## src/rtl/irqr_pkg.sv

```systemverilog
package irqr_pkg;
  typedef enum logic [1:0] {
    SEL_FLAG  = 2'd0,
    SEL_EN    = 2'd1,
    SEL_ROUTE = 2'd2,
    SEL_PRIO  = 2'd3
  } reg_sel_e;
endpackage

```

## src/rtl/irqr_src_cell.sv

```systemverilog
module irqr_src_cell (
  input  logic clk,
  input  logic rst_n,
  input  logic evt,
  input  logic dma_done,
  input  logic mode_w1c,
  input  logic wr_flag,
  input  logic wr_route,
  input  logic wbit,
  output logic flag,
  output logic route,
  output logic held,
  output logic dma_req
);
  logic flag_d, route_d, held_d;

  always_comb begin
    flag_d = flag;
    if (wr_flag) flag_d = mode_w1c ? (flag & ~wbit) : (flag & wbit);
    if (evt) flag_d = 1'b1;          // set beats clear
    route_d = route;
    if (wr_route) route_d = mode_w1c ? (route | wbit) : wbit;
    held_d = held;
    if (dma_done) held_d = 1'b0;
    if (evt) held_d = route;         // new event re-arms the hold per routing
  end

  always_ff @(posedge clk) begin
    if (!rst_n) begin
      flag    <= 1'b0;
      route   <= 1'b0;
      held    <= 1'b0;
      dma_req <= 1'b0;
    end else begin
      flag    <= flag_d;
      route   <= route_d;
      held    <= held_d;
      dma_req <= evt & route;
    end
  end


  evt_sets_flag_chk: assert property (@(posedge clk) disable iff (!rst_n)
    evt |=> flag);

  no_spurious_set_chk: assert property (@(posedge clk) disable iff (!rst_n)
    (!flag && !evt) |=> !flag);

  route_sticky_chk: assert property (@(posedge clk) disable iff (!rst_n)
    (route && mode_w1c) |=> route);

  dma_strobe_chk: assert property (@(posedge clk) disable iff (!rst_n)
    (evt && route) |=> dma_req);

  hold_keep_chk: assert property (@(posedge clk) disable iff (!rst_n)
    (held && !evt && !dma_done) |=> held);
endmodule

```

## src/rtl/irqr_arbiter.sv

```systemverilog
module irqr_arbiter #(
  parameter int NCH    = 4,
  parameter int PRIO_W = 3,
  localparam int NSRC  = 2 * NCH,
  localparam int CH_W  = (NCH > 1) ? $clog2(NCH) : 1
) (
  input  logic [NSRC-1:0]       elig,
  input  logic [NCH*PRIO_W-1:0] prio,
  input  logic                  cpu_ie,
  input  logic [PRIO_W-1:0]     cpu_il,
  output logic                  req,
  output logic [CH_W-1:0]       win_ch,
  output logic                  win_b
);
  logic              found;
  logic [PRIO_W-1:0] best;

  always_comb begin
    found  = 1'b0;
    best   = '0;
    win_ch = '0;
    win_b  = 1'b0;
    // ascending scan with strict compare keeps the lowest index on ties
    for (int s = 0; s < NSRC; s++) begin
      if (elig[s] && (!found || prio[(s/2)*PRIO_W +: PRIO_W] > best)) begin
        found  = 1'b1;
        best   = prio[(s/2)*PRIO_W +: PRIO_W];
        win_ch = CH_W'(s / 2);
        win_b  = (s % 2) == 1;
      end
    end
    req = found && cpu_ie && (best > cpu_il);
  end
endmodule

```

## src/rtl/irq_dma_route.sv

```systemverilog
module irq_dma_route #(
  parameter int NCH    = 4,
  parameter int PRIO_W = 3,
  parameter int DATA_W = 32,
  localparam int NSRC  = 2 * NCH,
  localparam int CH_W  = (NCH > 1) ? $clog2(NCH) : 1
) (
  input  logic                  clk,
  input  logic                  rst_n,
  input  logic [NCH-1:0]        evt_a,
  input  logic [NCH-1:0]        evt_b,
  input  logic [NSRC-1:0]       dma_done,
  input  logic                  mode_w1c,
  input  logic                  bus_wr,
  input  logic [1:0]            bus_addr,
  input  logic [DATA_W-1:0]     bus_wdata,
  output logic [DATA_W-1:0]     bus_rdata,
  input  logic                  cpu_ie,
  input  logic [PRIO_W-1:0]     cpu_il,
  output logic                  irq_req,
  output logic [CH_W-1:0]       irq_ch,
  output logic                  irq_evt_b,
  output logic [NSRC-1:0]       dma_req
);
  import irqr_pkg::*;

  logic [NSRC-1:0]       flags, routes, helds, enables, elig;
  logic [NCH*PRIO_W-1:0] prios;
  logic                  wr_flag, wr_route;
  reg_sel_e              sel;

  assign sel      = reg_sel_e'(bus_addr);
  assign wr_flag  = bus_wr && (sel == SEL_FLAG);
  assign wr_route = bus_wr && (sel == SEL_ROUTE);

  for (genvar s = 0; s < NSRC; s++) begin : g_src
    logic ev;
    if (s % 2 == 0) begin : g_a
      assign ev = evt_a[s/2];
    end else begin : g_b
      assign ev = evt_b[s/2];
    end
    irqr_src_cell u_cell (
      .clk(clk), .rst_n(rst_n), .evt(ev), .dma_done(dma_done[s]),
      .mode_w1c(mode_w1c), .wr_flag(wr_flag), .wr_route(wr_route),
      .wbit(bus_wdata[s]), .flag(flags[s]), .route(routes[s]),
      .held(helds[s]), .dma_req(dma_req[s])
    );
  end

  always_ff @(posedge clk) begin
    if (!rst_n) begin
      enables <= '0;
      prios   <= '0;
    end else if (bus_wr) begin
      if (sel == SEL_EN)   enables <= bus_wdata[NSRC-1:0];
      if (sel == SEL_PRIO) prios   <= bus_wdata[NCH*PRIO_W-1:0];
    end
  end

  always_comb begin
    bus_rdata = '0;
    case (sel)
      SEL_FLAG:  bus_rdata[NSRC-1:0]       = flags;
      SEL_EN:    bus_rdata[NSRC-1:0]       = enables;
      SEL_ROUTE: bus_rdata[NSRC-1:0]       = routes;
      default:   bus_rdata[NCH*PRIO_W-1:0] = prios;
    endcase
  end

  assign elig = flags & enables & ~helds;

  irqr_arbiter #(.NCH(NCH), .PRIO_W(PRIO_W)) u_arb (
    .elig(elig), .prio(prios), .cpu_ie(cpu_ie), .cpu_il(cpu_il),
    .req(irq_req), .win_ch(irq_ch), .win_b(irq_evt_b)
  );


  req_needs_ie_chk: assert property (@(posedge clk) disable iff (!rst_n)
    irq_req |-> cpu_ie);

  req_above_level_chk: assert property (@(posedge clk) disable iff (!rst_n)
    irq_req |-> (prios[int'(irq_ch)*PRIO_W +: PRIO_W] > cpu_il));

  winner_eligible_chk: assert property (@(posedge clk) disable iff (!rst_n)
    irq_req |-> (flags[int'(irq_ch)*2 + int'(irq_evt_b)]
                 && enables[int'(irq_ch)*2 + int'(irq_evt_b)]
                 && !helds[int'(irq_ch)*2 + int'(irq_evt_b)]));
endmodule

```

## config.mk

```make
export PLATFORM = sky130hd
export DESIGN_NAME = irq_dma_route
export DESIGN_NICKNAME = d
export VERILOG_FILES = /design/src/rtl/irqr_pkg.sv /design/src/rtl/irqr_src_cell.sv /design/src/rtl/irqr_arbiter.sv /design/src/rtl/irq_dma_route.sv
export SDC_FILE = /design/constraint.sdc
export NUM_CORES = 1
export LEC_CHECK = 0
export BUFFER_PORTS_ARGS = -buffer_cell sky130_fd_sc_hd__buf_2
export CORE_MARGIN = 2
export CORE_UTILIZATION = 25
export DETAILED_ROUTE_END_ITERATION = 6
export HOLD_SLACK_MARGIN = 0.06
export SYNTH_ARGS = -nofsm -noshare
export SYNTH_HDL_FRONTEND = slang
export SYNTH_SLANG_ARGS = --single-unit
```

## constraint.sdc

```tcl
create_clock -name clk -period 11.7 [get_ports clk]
set_input_delay 0.585 -clock clk [delete_from_list [all_inputs] [get_ports clk]]
set_output_delay 0.585 -clock clk [all_outputs]
set_load 0.05 [all_outputs]
```

# Yosys cells after proc, flatten, opt, wreduce, memory -nomap -nowiden
# Cells that the tools add are included.
# totals
ff_bits,52
latchBits,0
ram_bits,0
romBits,0
wordCells,212
mem_count,0
# op_classes
n_addsub,0
multipliers,0
div,0
n_lt_le_gt_ge,8
eq_ne,3
shift,0
muxes,79
bitwise,43
reduce_logical,45
# ops
op,n
$mux 1,65
$reduce_bool 2->1,16
$and 1x1->1,24
$gt 3x3->1,8
$mux 3,8
$pmux 8 s3,1
$and 8x8->8,2
$logic_and 1x1->1,11
$mux 2,4
$not 1->1,8
$not 8->8,1
$or 1x1->1,8
$logic_not 1->1,7
$logic_or 1x1->1,7
$eq 2x2->1 const B,2
$mux 4,1
$reduce_and 2->1,2
$reduce_or 3->1,1
$eq 2x1->1 const B,1
$logic_not 2->1,1

# Logic depth before layout (Yosys ltp)
# Gate-level depths: netlist (run 1).
# depth
word_depth,33
depth_mapped,52

# By module
# From an unflattened synthesis (run 1), not the netlist that was laid out.
# hier_totals
hier_cells,401
hier_area_um2,3424.5
# modules_own_cells
module,instances,cells_per_inst,area_per_inst_um2,seq_area_each_um2
irq_dma_route,1,134,1256.2,400.4
irqr_src_cell,8,16,147.6,80.1
irqr_arbiter,1,139,987.2,0.0

# Worst setup path after synthesis (run 1)
# No wires, ideal clock.
# synth_path
path_type,register to output
start,register g_src[0].u_cell.held
end,output port irq_req
arrival_time_ns,9.707
setup_slack_ns,1.408
path_stages_with_launch,52
path_buffers,2
cell_sequence,dfxtp_1 -> nand3b_2 -> nand2_1 -> nand2_1 -> ha_1 -> nor2b_1 -> o21ai_0 -> o21ai_0 -> nand2_1 -> a21oi_1 -> a22oi_1 -> ha_1 -> nor2b_1 -> o211ai_1 -> a31oi_1 -> a211o_1 -> nand2_1 -> inv_1 -> (+16 left out) -> o22a_4 -> or2_1 -> buf_2 -> and4_1 -> a211oi_1 -> ha_1 -> nand3_1 -> o21ai_0 -> o22a_1 -> o22a_1 -> buf_6 -> and4_1 -> a211o_1 -> ha_1 -> nor2b_1 -> o21a_1 -> o211ai_1 -> a31oi_1
# synth_between
elab_chain_cells,33
elab_cells_between_ends,49
classes_between,8 x order compare; 16 x mux; 2 x bitwise; 23 x reduce/logical
# synth_lines
item,line_no,source
start: declaration,irqr_src_cell.sv:12,"output logic held,"
start signal: assignment,irqr_src_cell.sv:37,held <= held_d;
$not 8->8 *,irq_dma_route.sv:71,assign elig = flags & enables & ~helds;
$and 8x8->8 *,irq_dma_route.sv:71,
$mux 3 / $mux 1 (equally long branches),irqr_arbiter.sv:25,if (elig[s] && (!found || prio[(s/2)*PRIO_W +: PRIO_W] > best)) begin
$gt 3x3->1 / $logic_not 1->1 (equally long branches),irqr_arbiter.sv:25,
$logic_or 1x1->1,irqr_arbiter.sv:25,
$logic_and 1x1->1,irqr_arbiter.sv:25,
$mux 3 / $mux 1 (equally long branches),irqr_arbiter.sv:25,
$gt 3x3->1 / $logic_not 1->1 (equally long branches),irqr_arbiter.sv:25,
(+17 left out),n/a,
$logic_and 1x1->1,irqr_arbiter.sv:25,
$mux 3 / $mux 1 (equally long branches),irqr_arbiter.sv:25,
$gt 3x3->1 / $logic_not 1->1 (equally long branches),irqr_arbiter.sv:25,
$logic_or 1x1->1,irqr_arbiter.sv:25,
$logic_and 1x1->1,irqr_arbiter.sv:25,
$mux 3 / $mux 1 (equally long branches),irqr_arbiter.sv:25,
$gt 3x3->1 / $logic_and 1x1->1 (equally long branches),irqr_arbiter.sv:32,req = found && cpu_ie && (best > cpu_il);
$logic_and 1x1->1 *,irqr_arbiter.sv:32,
end: declaration,irq_dma_route.sv:20,"output logic irq_req,"
# Every way passes the cells marked *; elsewhere a longest branch is shown, timed or not.

# Worst setup path in the final report (run 1)
# layout_path
start,register enables[1]
end,output port irq_req
# layout_between
elab_chain_cells,30
elab_cells_between_ends,44
classes_between,7 x order compare; 14 x mux; 2 x bitwise; 21 x reduce/logical
# layout_lines
item,line_no,source
start: declaration,irq_dma_route.sv:27,"logic [NSRC-1:0] flags, routes, helds, enables, elig;"
start signal: assignment,irq_dma_route.sv:56,if (sel == SEL_EN) enables <= bus_wdata[NSRC-1:0];
$and 8x8->8 * (2 in series),irq_dma_route.sv:71,
$logic_and 1x1->1 *,irqr_arbiter.sv:25,
$mux 3 / $mux 1 (equally long branches),irqr_arbiter.sv:25,
$gt 3x3->1 / $logic_not 1->1 (equally long branches),irqr_arbiter.sv:25,
$logic_or 1x1->1,irqr_arbiter.sv:25,
$logic_and 1x1->1,irqr_arbiter.sv:25,
$mux 3 / $mux 1 (equally long branches),irqr_arbiter.sv:25,
$gt 3x3->1 / $logic_not 1->1 (equally long branches),irqr_arbiter.sv:25,
(+13 left out),n/a,
$logic_and 1x1->1,irqr_arbiter.sv:25,
$mux 3 / $mux 1 (equally long branches),irqr_arbiter.sv:25,
$gt 3x3->1 / $logic_not 1->1 (equally long branches),irqr_arbiter.sv:25,
$logic_or 1x1->1,irqr_arbiter.sv:25,
$logic_and 1x1->1,irqr_arbiter.sv:25,
$mux 3 / $mux 1 (equally long branches),irqr_arbiter.sv:25,
$gt 3x3->1 / $logic_and 1x1->1 (equally long branches),irqr_arbiter.sv:32,
$logic_and 1x1->1 *,irqr_arbiter.sv:32,
# Marked as above.

==> flow_metrics.py, run 1 <==
metrics = {
    "outcome": {
        "status": "complete, no violations",
    },
    "timing": {
        "setup_tns_ns": 0,
        "setup_violations": 0,
        "rsz0062_at_grt": "no",
        "slew_violations": 0,
        "relSlewSlack": 0.429,
        "final.setup_skew_ns": 0.00216,
        "max_freq_mhz": 91.9,
        "final.period_utilization": 0.930,
        "tightest_slew_ns": 0.855,
        "hold_slack_ns": 0.481,
        "final.min_clock_period_ns": 10.88,
        "hold_violations": 0,
    },
    "global_routing": {
        "gr-total-overflow": 0,
        "grt_max_degree": 47,
        "antenna_found_initial": 0,
        "use_met3": 0.0198,
        "met1_usage": 0.156,
        "grt.busiest_layer": "met2",
        "grt_pass1_vias": 3050,
        "grt_usage": 0.120,
        "grtUsageMet2": 0.201,
        "grt_pass1_wl_um": 15500,
    },
    "logic_synthesis": {
        "synthFlopType": "dfxtp_1",
        "ys_async_sr_fraction": 0,
        "synthesis.area_mm2": 0.00362,
        "yosysSeqAreaShare": 0.287,
        "syn_inst": 407,
        "synth.avg_cell_area_um2": 8.90,
        "ys_warn_count": 0,
        "synth.distinct_cells": 62,
        "ys_seq_elements": 52,
        "synth_edf_count": 0,
    },
    "placement": {
        "io_buffers": 61,
        "place_congestion": 0.891,
        "placed_cells": 621,
        "hpwl_um": 7320,
    },
    "pwr": {
        "p_int_uw": 311,
        "seq_power_share": 0.435,
        "p_switching_uw": 126,
        "comb_power_share": 0.190,
        "pwr-share-clk": 0.376,
        "power.density_mw_per_mm2": 104,
        "p_sw_frac": 0.288,
        "leakagePower_uw": 0.00191,
        "peakVddDrop_v": 0.0000970,
    },
    "clock_tree": {
        "cts_made_buffers": 5,
        "cts_sinks": 52,
        "clock_latency_ns": 0.29,
        "cts_root_buf": "clkbuf_16",
        "cts_tree": "yes",
        "htreeDepth": 2,
        "clk_pin_slew_ns": 0.07,
        "postCtsHoldBufs": 0,
        "clockBufferDepth": 2,
    },
    "worst_setup_path": {
        "slowest_delay_ns": 0.39,
        "critPathRequiredTime_ns": 11.12,
        "cp_max_fo": 10,
        "crit_top_cell": "ha_1",
        "r2r_slack_ns": 10.78,
        "crit_path_end_kind": "output pin",
        "crit_slowest_cell": "dfxtp_1",
        "start_kind": "register",
        "cp.arrival_ns": 10.30,
        "critical_path_class": "register to output pin",
    },
    "die": {
        "io_pins": 102,
        "initial_core_util": 0.258,
        "design.core.area_mm2": 0.0140,
        "die_area_mm2": 0.0155,
        "row_count": 43,
        "die_w_um": 124,
        "die_y_um": 124,
    },
    "cells_and_area": {
        "antenna_cells": 0,
        "register_area_mm2": 0.00104,
        "nets": 528,
        "layout_common_cells": "buf_2, dfxtp_1, nand2_1, nor2b_1, conb_1",
        "utilization": 0.298,
        "fillers": 1475,
        "drive_above_1_share": 0.238,
        "final_cells": 633,
        "final_common_cell": "buf_2",
        "multiInputGateArea_mm2": 0.00238,
        "area_growth_pct": 15.4,
    },
    "detailed_routing": {
        "drtPass1Iterations": 4,
        "drtIter0Drc": 158,
        "wirelength_um": 9440,
        "wl_per_cell_um": 14.9,
        "detail-route-antenna-nets": 0,
        "drt-vias-per-instance": 4.89,
        "vias": 3096,
        "drc": 0,
    },
    "run": {
        "maxCapViolCount": 0,
    },
    "worst_hold_path": {
        "hold_path.class": "register to register",
    },
}
area by class of cell:
| class | instances | share of cell area |
|---|---|---|
| Sequential cell | 52 | 0.249 |
| Inverter | 10 | 0.00897 |
| Tap cell | 180 | 0.0538 |
| Timing Repair Buffer | 65 | 0.0808 |
| Clock buffer | 6 | 0.0308 |
| Multi-Input combinational cell | 318 | 0.568 |
| Clock inverter | 2 | 0.00838 |
Yosys cell counts, drive strengths merged, types with 2 or more instances:
library cell  number  area [um^2]
clkbuf            13         48.8
ha                18          225
mux2i             11          110
nand2b             3         18.8
nand2             50          195
nor2b             32          203
inv               10         37.5
buf               33          245
a21oi             16         83.8
a22o              10         87.6
o221ai             3         26.3
o211ai             5         37.5
a32o               2         21.3
and4               2         17.5
o22ai              2         12.5
mux2               3         41.3
xnor2              8         70.1
o21a               7         52.6
and3b              2         17.5
o21ai             17         88.8
a211oi             3         22.5
mux4               8          180
nand4              3         33.8
and3              15         93.8
a31oi              4         25.0
dfxtp             52         1040
o22a               5         52.6
nor2              15         56.3
a211o              2         17.5
a22oi             11         96.3
nand3b            10          108
a21boi            12         90.1
and2               4         27.5
nand3              4         20.0
routing by layer:
layer	part of all wire	vias up
met5	0	-
met4	0.026	0
met3	0.044	23
met2	0.48	94
met1	0.45	1453
li1	-	1526
state kept, by name, summed over array words and instances, names as in the netlist:
register / flops
enables: 8
g_src.u_cell.dma_req: 8
prios: 12
g_src.u_cell.held: 8
g_src.u_cell.route: 8
g_src.u_cell.flag: 8
path summary, 6_finish.rpt:
check / from / endpoint / depth (start not counted)
worst max-delay path: enables[1] / irq_req / 50
worst min register to register: prios[9] / prios[9] / 2
worst max register to register: prios[6] / prios[6] / 2
worst min-delay path: prios[9] / prios[9] / 2
stage by stage:
| step | cell area, um^2 | power [uW] | setup WS (ns) |
|---|---|---|---|
| final | 4180 | 437 | 0.817 |
| after global routing | 4180 | 457 | 0.0233 |
| after CTS | 4100 | 439 | 0.0202 |
| after detailed placement | 3930 | 275 | 0.373 |
| after global placement | 3930 | 273 | 0.686 |
| after floorplan | 3690 | 259 | 1.41 |
kinds of logic after synthesis:
group / Yosys count / share of synthesized area
AOI/OAI and AO/OA: 107 / 0.223
xor gates and xnor gates: 8 / 0.0193
adders and majority gates: 19 / 0.0649
buffers and inverters: 56 / 0.0915
DFF: 52 / 0.287
muxes: 22 / 0.0915
other: 1 / 0.00103
and+or+nand+nor: 142 / 0.221
worst max-delay path: cells and delay by family, from the launching register on:
family / cells / cell delay (ns)
AO/OA/AOI/OAI: 24 / 4.33
adder cells (fa/ha/maj): 7 / 2.02
buffers and inverters: 2 / 0.28
flip-flops: 1 / 0.39
multiplexers: 2 / 0.65
AND/OR/NAND/NOR: 15 / 2.33
power groups by stage:
stage          Combinational, uW  Clock [uW]  Sequential [uW]
3_3_place_gp                80.0           0              193
4_1_cts                     81.8         168              190
3_5_place_dp                81.5           0              194
5_1_grt                     89.8         176              191
2_1_floorplan               67.9           0              191
6_report                    82.9         164              190
repair_timing:
item,4_1_cts,5_1_grt
gates resized for setup,0,17
setup endpoints to repair,0,1
buffers inserted,0,4
endpoints found under the hold margin,0,0
(Power assumes the default switching activity.)
==> inputs of run 2 (changes only) <==
Settings changed: ABC_AREA from default to 1.
==> flow_metrics.py, run 2 <==
metrics = {
    "die": {
        "row_count": 41,
        "die_w_um": 117,
        "design.core.area_mm2": 0.0125,
        "die_area_mm2": 0.0137,
        "initial_core_util": 0.254,
        "io_pins": 102,
        "die_y_um": 117,
    },
    "cells_and_area": {
        "layout_common_cells": "nand2_1, buf_2, inv_1, dfxtp_1",
        "drive_above_1_share": 0.186,
        "nets": 574,
        "largest_reg_flops": 12,
        "final_area_mm2": 0.00369,
        "fillers": 1393,
        "largest-register": "prios",
        "antenna_cells": 0,
        "final_common_cell": "nand2_1",
        "area_growth_pct": 15.9,
    },
    "detailed_routing": {
        "drc": 0,
        "drtIter0Drc": 194,
        "wirelength_um": 8400,
        "vias": 3008,
        "detail-route-antenna-nets": 0,
        "drtPass1Iterations": 7,
        "wl_per_cell_um": 12.5,
        "drt-vias-per-instance": 4.48,
    },
    "worst_hold_path": {
        "hold_path.class": "register to register",
    },
    "worst_setup_path": {
        "crit_path_end_kind": "output pin",
        "critPathRequiredTime_ns": 11.12,
        "cp_max_fo": 12,
        "crit_slowest_cell": "dfxtp_1",
        "cp.arrival_ns": 8.62,
        "crit_top_cell": "nand2_1",
        "critical_path_class": "register to output pin",
        "crit_family": "simple AND/OR/NAND/NOR gates",
        "crit_buf_inv": 8,
        "start_kind": "register",
        "slowest_delay_ns": 0.37,
    },
    "clock_tree": {
        "cts_root_buf": "clkbuf_16",
        "cts_sinks": 52,
        "clk_pin_slew_ns": 0.06,
        "cts_made_buffers": 5,
        "clockBufferDepth": 2,
        "postCtsSetupBuffers": 0,
        "clock_latency_ns": 0.28,
        "htreeDepth": 2,
        "cts_tree": "yes",
        "cts_resized": 0,
        "postCtsHoldBufs": 0,
    },
    "global_routing": {
        "met1_usage": 0.149,
        "grt.busiest_layer": "met2",
        "use_met3": 0.0170,
        "grtUsageMet2": 0.221,
        "grt_pass1_wl_um": 13200,
        "grt_max_degree": 29,
        "grt_pass1_vias": 2898,
        "antenna_found_initial": 0,
        "gr-total-overflow": 0,
        "grt_usage": 0.122,
    },
    "logic_synthesis": {
        "yosysSeqAreaShare": 0.327,
        "synthFlopType": "dfxtp_1",
        "synth_top_family_by_area": "simple AND/OR/NAND/NOR gates",
        "synthesis.area_mm2": 0.00318,
        "synth_area_leaders": "dfxtp_1, nand2_1, ha_1, inv_1, a21oi_1",
        "ys_seq_elements": 52,
        "synth_largest_area_cell": "dfxtp_1",
        "synth.distinct_cells": 31,
        "synth_edf_count": 0,
        "synth_mux_area_frac": 0,
        "ys_async_sr_fraction": 0,
        "synth_commonest_cells": "nand2_1, inv_1, dfxtp_1",
        "synth_fa_ha_area_frac": 0.0708,
        "synth_top_area_frac": 0.327,
        "yosys.area_share.simple": 0.222,
        "syn_inst": 451,
        "synth.avg_cell_area_um2": 7.06,
        "ys_warn_count": 0,
        "synth-xor-area-share": 0.0220,
        "synth_compound_area_frac": 0.204,
        "synth.most_common_cell": "nand2_1",
    },
    "timing": {
        "final.period_utilization": 0.787,
        "max_freq_mhz": 109,
        "setup_violations": 0,
        "setup_tns_ns": 0,
        "hold_slack_ns": 0.470,
        "rsz0062_at_grt": "no",
        "final.setup_skew_ns": 0.00203,
        "slew_violations": 0,
        "final.min_clock_period_ns": 9.21,
        "tightest_slew_ns": 0.745,
        "relSlewSlack": 0.502,
        "hold_violations": 0,
    },
    "outcome": {
        "status": "complete, no violations",
    },
    "placement": {
        "dpl_cell_area_mm2": 0.00351,
        "io_buffers": 61,
        "place_congestion": 0.876,
        "hpwl_um": 6670,
    },
    "pwr": {
        "power.density_mw_per_mm2": 122,
        "leakagePower_uw": 0.00175,
        "peakVddDrop_v": 0.0000721,
    },
    "run": {
        "maxCapViolCount": 0,
    },
}
run 2: changes by cell type in the layout (fill, tap and decap cells not counted), sizes merged, moves of 17 or more:
cell / change
inv: +50
o21ai: +30
nand3: +17
nor2: +22
nor2b: -32
a21oi: +29
nand2: +44
run 2: worst paths after layout:
path	startpoint	to	slack (ns)	cells after the start
max	g_src[0].u_cell.flag	irq_req	2.49	65
min	g_src[4].u_cell.route	g_src[4].u_cell.dma_req	0.47	2
max reg2reg	g_src[5].u_cell.route	g_src[5].u_cell.held	10.93	3
min reg2reg	g_src[4].u_cell.route	g_src[4].u_cell.dma_req	0.47	2
run 2: tightest hold or removal path, cell delays in order, from the launching register on:
cell,delay [ns]
dfxtp_1,0.32
nand2_1,0.07
nor2_1,0.04
run 2: where the power goes:
part | total [uW] | switching (uW) | internal [uW]
clock | 170 | 63.2 | 107
sequential | 189 | 5.27 | 184
combinational | 90.8 | 65.9 | 24.9
total | 451 | 134 | 316
run 2: cells by family after synthesis:
kind of cell,after synthesis
flops,52
fa+ha+maj,18
compound gates,115
xor+xnor,8
other cells,1
buf+inv,100
simple gates,157
run 2: area by class of cell:
cell class	count	area (um^2)	share of cell area
flip-flops and latches	52	1040	0.282
clock buffers	6	139	0.0377
clock inverters	2	38.8	0.0105
repair buffers	61	305	0.0828
multi-input cells	318	1720	0.467
inverters	60	225	0.0611
well taps	172	215	0.0583
run 2: metrics by stage:
stage	utilization	setup WS [ns]	instances	power (uW)
2_1_floorplan	-	3.85	470	266
3_3_place_gp	0.280	3.23	663	281
3_5_place_dp	0.280	2.86	663	284
4_1_cts	0.295	2.53	671	456
5_1_grt	0.295	1.57	671	472
6_report	0.295	2.49	671	451
run 2: metal layers:
| metal | up-vias | routed length [um] | part of all wire |
|---|---|---|---|
| met3 | 11 | 496 | 0.059 |
| met5 | - | 0 | 0 |
| li1 | 1528 | - | - |
| met2 | 89 | 4170 | 0.50 |
| met4 | 0 | 118 | 0.014 |
| met1 | 1380 | 3610 | 0.43 |
==> inputs of run 3 (changes only) <==
Clock period 11.7 ns to 9.5 ns, I/O delays scaled along.
==> flow_metrics.py, run 3 (same netlist as run 2, synthesis figures left out) <==
metrics = {
    "placement": {
        "hpwl_um": 6680,
        "place_congestion": 0.876,
        "io_buffers": 61,
    },
    "die": {
        "io_pins": 102,
        "die_w_um": 117,
        "initial_core_util": 0.254,
        "row_count": 41,
        "die_y_um": 117,
        "die_area_mm2": 0.0137,
        "design.core.area_mm2": 0.0125,
    },
    "clock_tree": {
        "cts_made_buffers": 5,
        "postCtsHoldBufs": 0,
        "htreeDepth": 2,
        "cts_root_buf": "clkbuf_16",
        "clockBufferDepth": 2,
        "postCtsSetupBuffers": 0,
        "cts_sinks": 52,
        "cts_tree": "yes",
        "cts_resized": 0,
        "clk_pin_slew_ns": 0.07,
        "clock_latency_ns": 0.29,
    },
    "cells_and_area": {
        "fillers": 1381,
        "drive_above_1_share": 0.196,
        "layout_common_cells": "nand2_1, buf_2, inv_1, dfxtp_1, a21oi_1",
        "final_common_cell": "nand2_1",
        "nets": 574,
        "multiInputGateArea_mm2": 0.00175,
        "largest-register": "prios",
        "register_area_mm2": 0.00104,
        "area_growth_pct": 16.7,
        "largest_reg_flops": 12,
        "antenna_cells": 0,
    },
    "worst_setup_path": {
        "r2r_start": "g_src[5].u_cell.route",
        "cp_max_fo": 12,
        "r2r_slack_ns": 8.72,
        "critPathRequiredTime_ns": 9.03,
        "slowest_delay_ns": 0.38,
        "start_kind": "register",
        "cp.arrival_ns": 8.11,
        "crit_top_cell": "nand2_1",
        "crit_path_end_kind": "output pin",
        "critical_path_class": "register to output pin",
        "reg2reg_depth": 3,
        "crit_slowest_cell": "dfxtp_1",
        "reg2reg_to": "g_src[5].u_cell.held",
    },
    "outcome": {
        "status": "complete, no violations",
    },
    "detailed_routing": {
        "drt-vias-per-instance": 4.54,
        "wl_per_cell_um": 12.7,
        "detail-route-antenna-nets": 0,
        "drtIter0Drc": 212,
        "wirelength_um": 8490,
        "drtPass1Iterations": 4,
        "vias": 3048,
        "drc": 0,
    },
    "timing": {
        "hold_violations": 0,
        "tightest_slew_ns": 0.748,
        "final.min_clock_period_ns": 8.58,
        "setup_tns_ns": 0,
        "slew_violations": 0,
        "setup_violations": 0,
        "max_freq_mhz": 117,
        "rsz0062_at_grt": "no",
        "relSlewSlack": 0.499,
        "final.setup_skew_ns": 0.00204,
        "final.period_utilization": 0.903,
    },
    "pwr": {
        "comb_power_share": 0.203,
        "pwr-share-clk": 0.380,
        "p_int_uw": 390,
        "p_sw_frac": 0.304,
        "seq_power_share": 0.417,
        "p_switching_uw": 170,
        "leakagePower_uw": 0.00175,
        "peakVddDrop_v": 0.0000972,
        "totalPowerFinal_uw": 560,
        "power.density_mw_per_mm2": 151,
    },
    "worst_hold_path": {
        "min_path_cells": 4,
        "hold_path.class": "primary input to register",
        "hp-start": "dma_done[2]",
        "hold_end": "g_src[2].u_cell.held",
    },
    "global_routing": {
        "grt_usage": 0.126,
        "gr-total-overflow": 0,
        "grt_pass1_vias": 2868,
        "antenna_found_initial": 0,
        "grt_max_degree": 29,
        "grt_pass1_wl_um": 13400,
    },
    "run": {
        "maxCapViolCount": 0,
    },
}
==> run 3: cell counts in the layout (fill, tap and decap cells not counted) <==
Identical to the previous run, type by type.
==> run 3: power groups by stage <==
stage	sequential (uW)	combinational, uW	clock, uW
6_report	233	113	213
5_1_grt	234	126	223
3_5_place_dp	238	112	0
3_3_place_gp	238	109	0
4_1_cts	233	112	217
2_1_floorplan	236	91.2	0
==> run 3: worst max-delay path, delay by kind of cell, from the launching register on <==
kind	cells	cell delay, ns
AND/OR/NAND/NOR	37	2.87
adder cells (fa/ha/maj)	7	2.14
AO/OA/AOI/OAI	13	1.74
buffers and inverters	8	0.66
flip-flops	1	0.38
==> run 3: worst max-delay path by stage <==
stage / start / end / slack [ns]
2_1_floorplan: g_src[1].u_cell.flag / irq_req / 1.76
3_3_place_gp: g_src[0].u_cell.held / irq_req / 1.14
3_5_place_dp: g_src[0].u_cell.flag / irq_req / 0.75
4_1_cts: g_src[0].u_cell.flag / irq_req / 0.41
6_report: g_src[1].u_cell.flag / irq_req / 0.92
5_1_grt: g_src[1].u_cell.held / irq_req / 0.05
==> run 3: per-layer routing <==
layer / vias to the layer above / wire [um] / track usage
met5: - / 0 / 0
met4: 0 / 85 / 0.0337
met2: 86 / 4270 / 0.232
met3: 9 / 490 / 0.0201
met1: 1421 / 3640 / 0.151
li1: 1532 / - / -
==> run 3: metrics by stage <==
step	instance area (um^2)	util	cells	setup WS (ns)	hold WS [ns]
after floorplan	3250	-	470	1.76	0.433
after global placement	3510	0.280	663	1.14	0.454
after detailed placement	3510	0.280	663	0.754	0.457
after CTS	3690	0.295	671	0.408	0.432
after global routing	3720	0.297	671	0.0477	0.448
final	3720	0.297	671	0.918	0.435
==> run 3: cell type report <==
type                            count  area share
Clock buffer                        6      0.0374
Sequential cell                    52       0.280
Inverter                           60      0.0606
Timing Repair Buffer               61      0.0838
Multi-Input combinational cell    318       0.470
Tap cell                          172      0.0579
Clock inverter                      2      0.0104
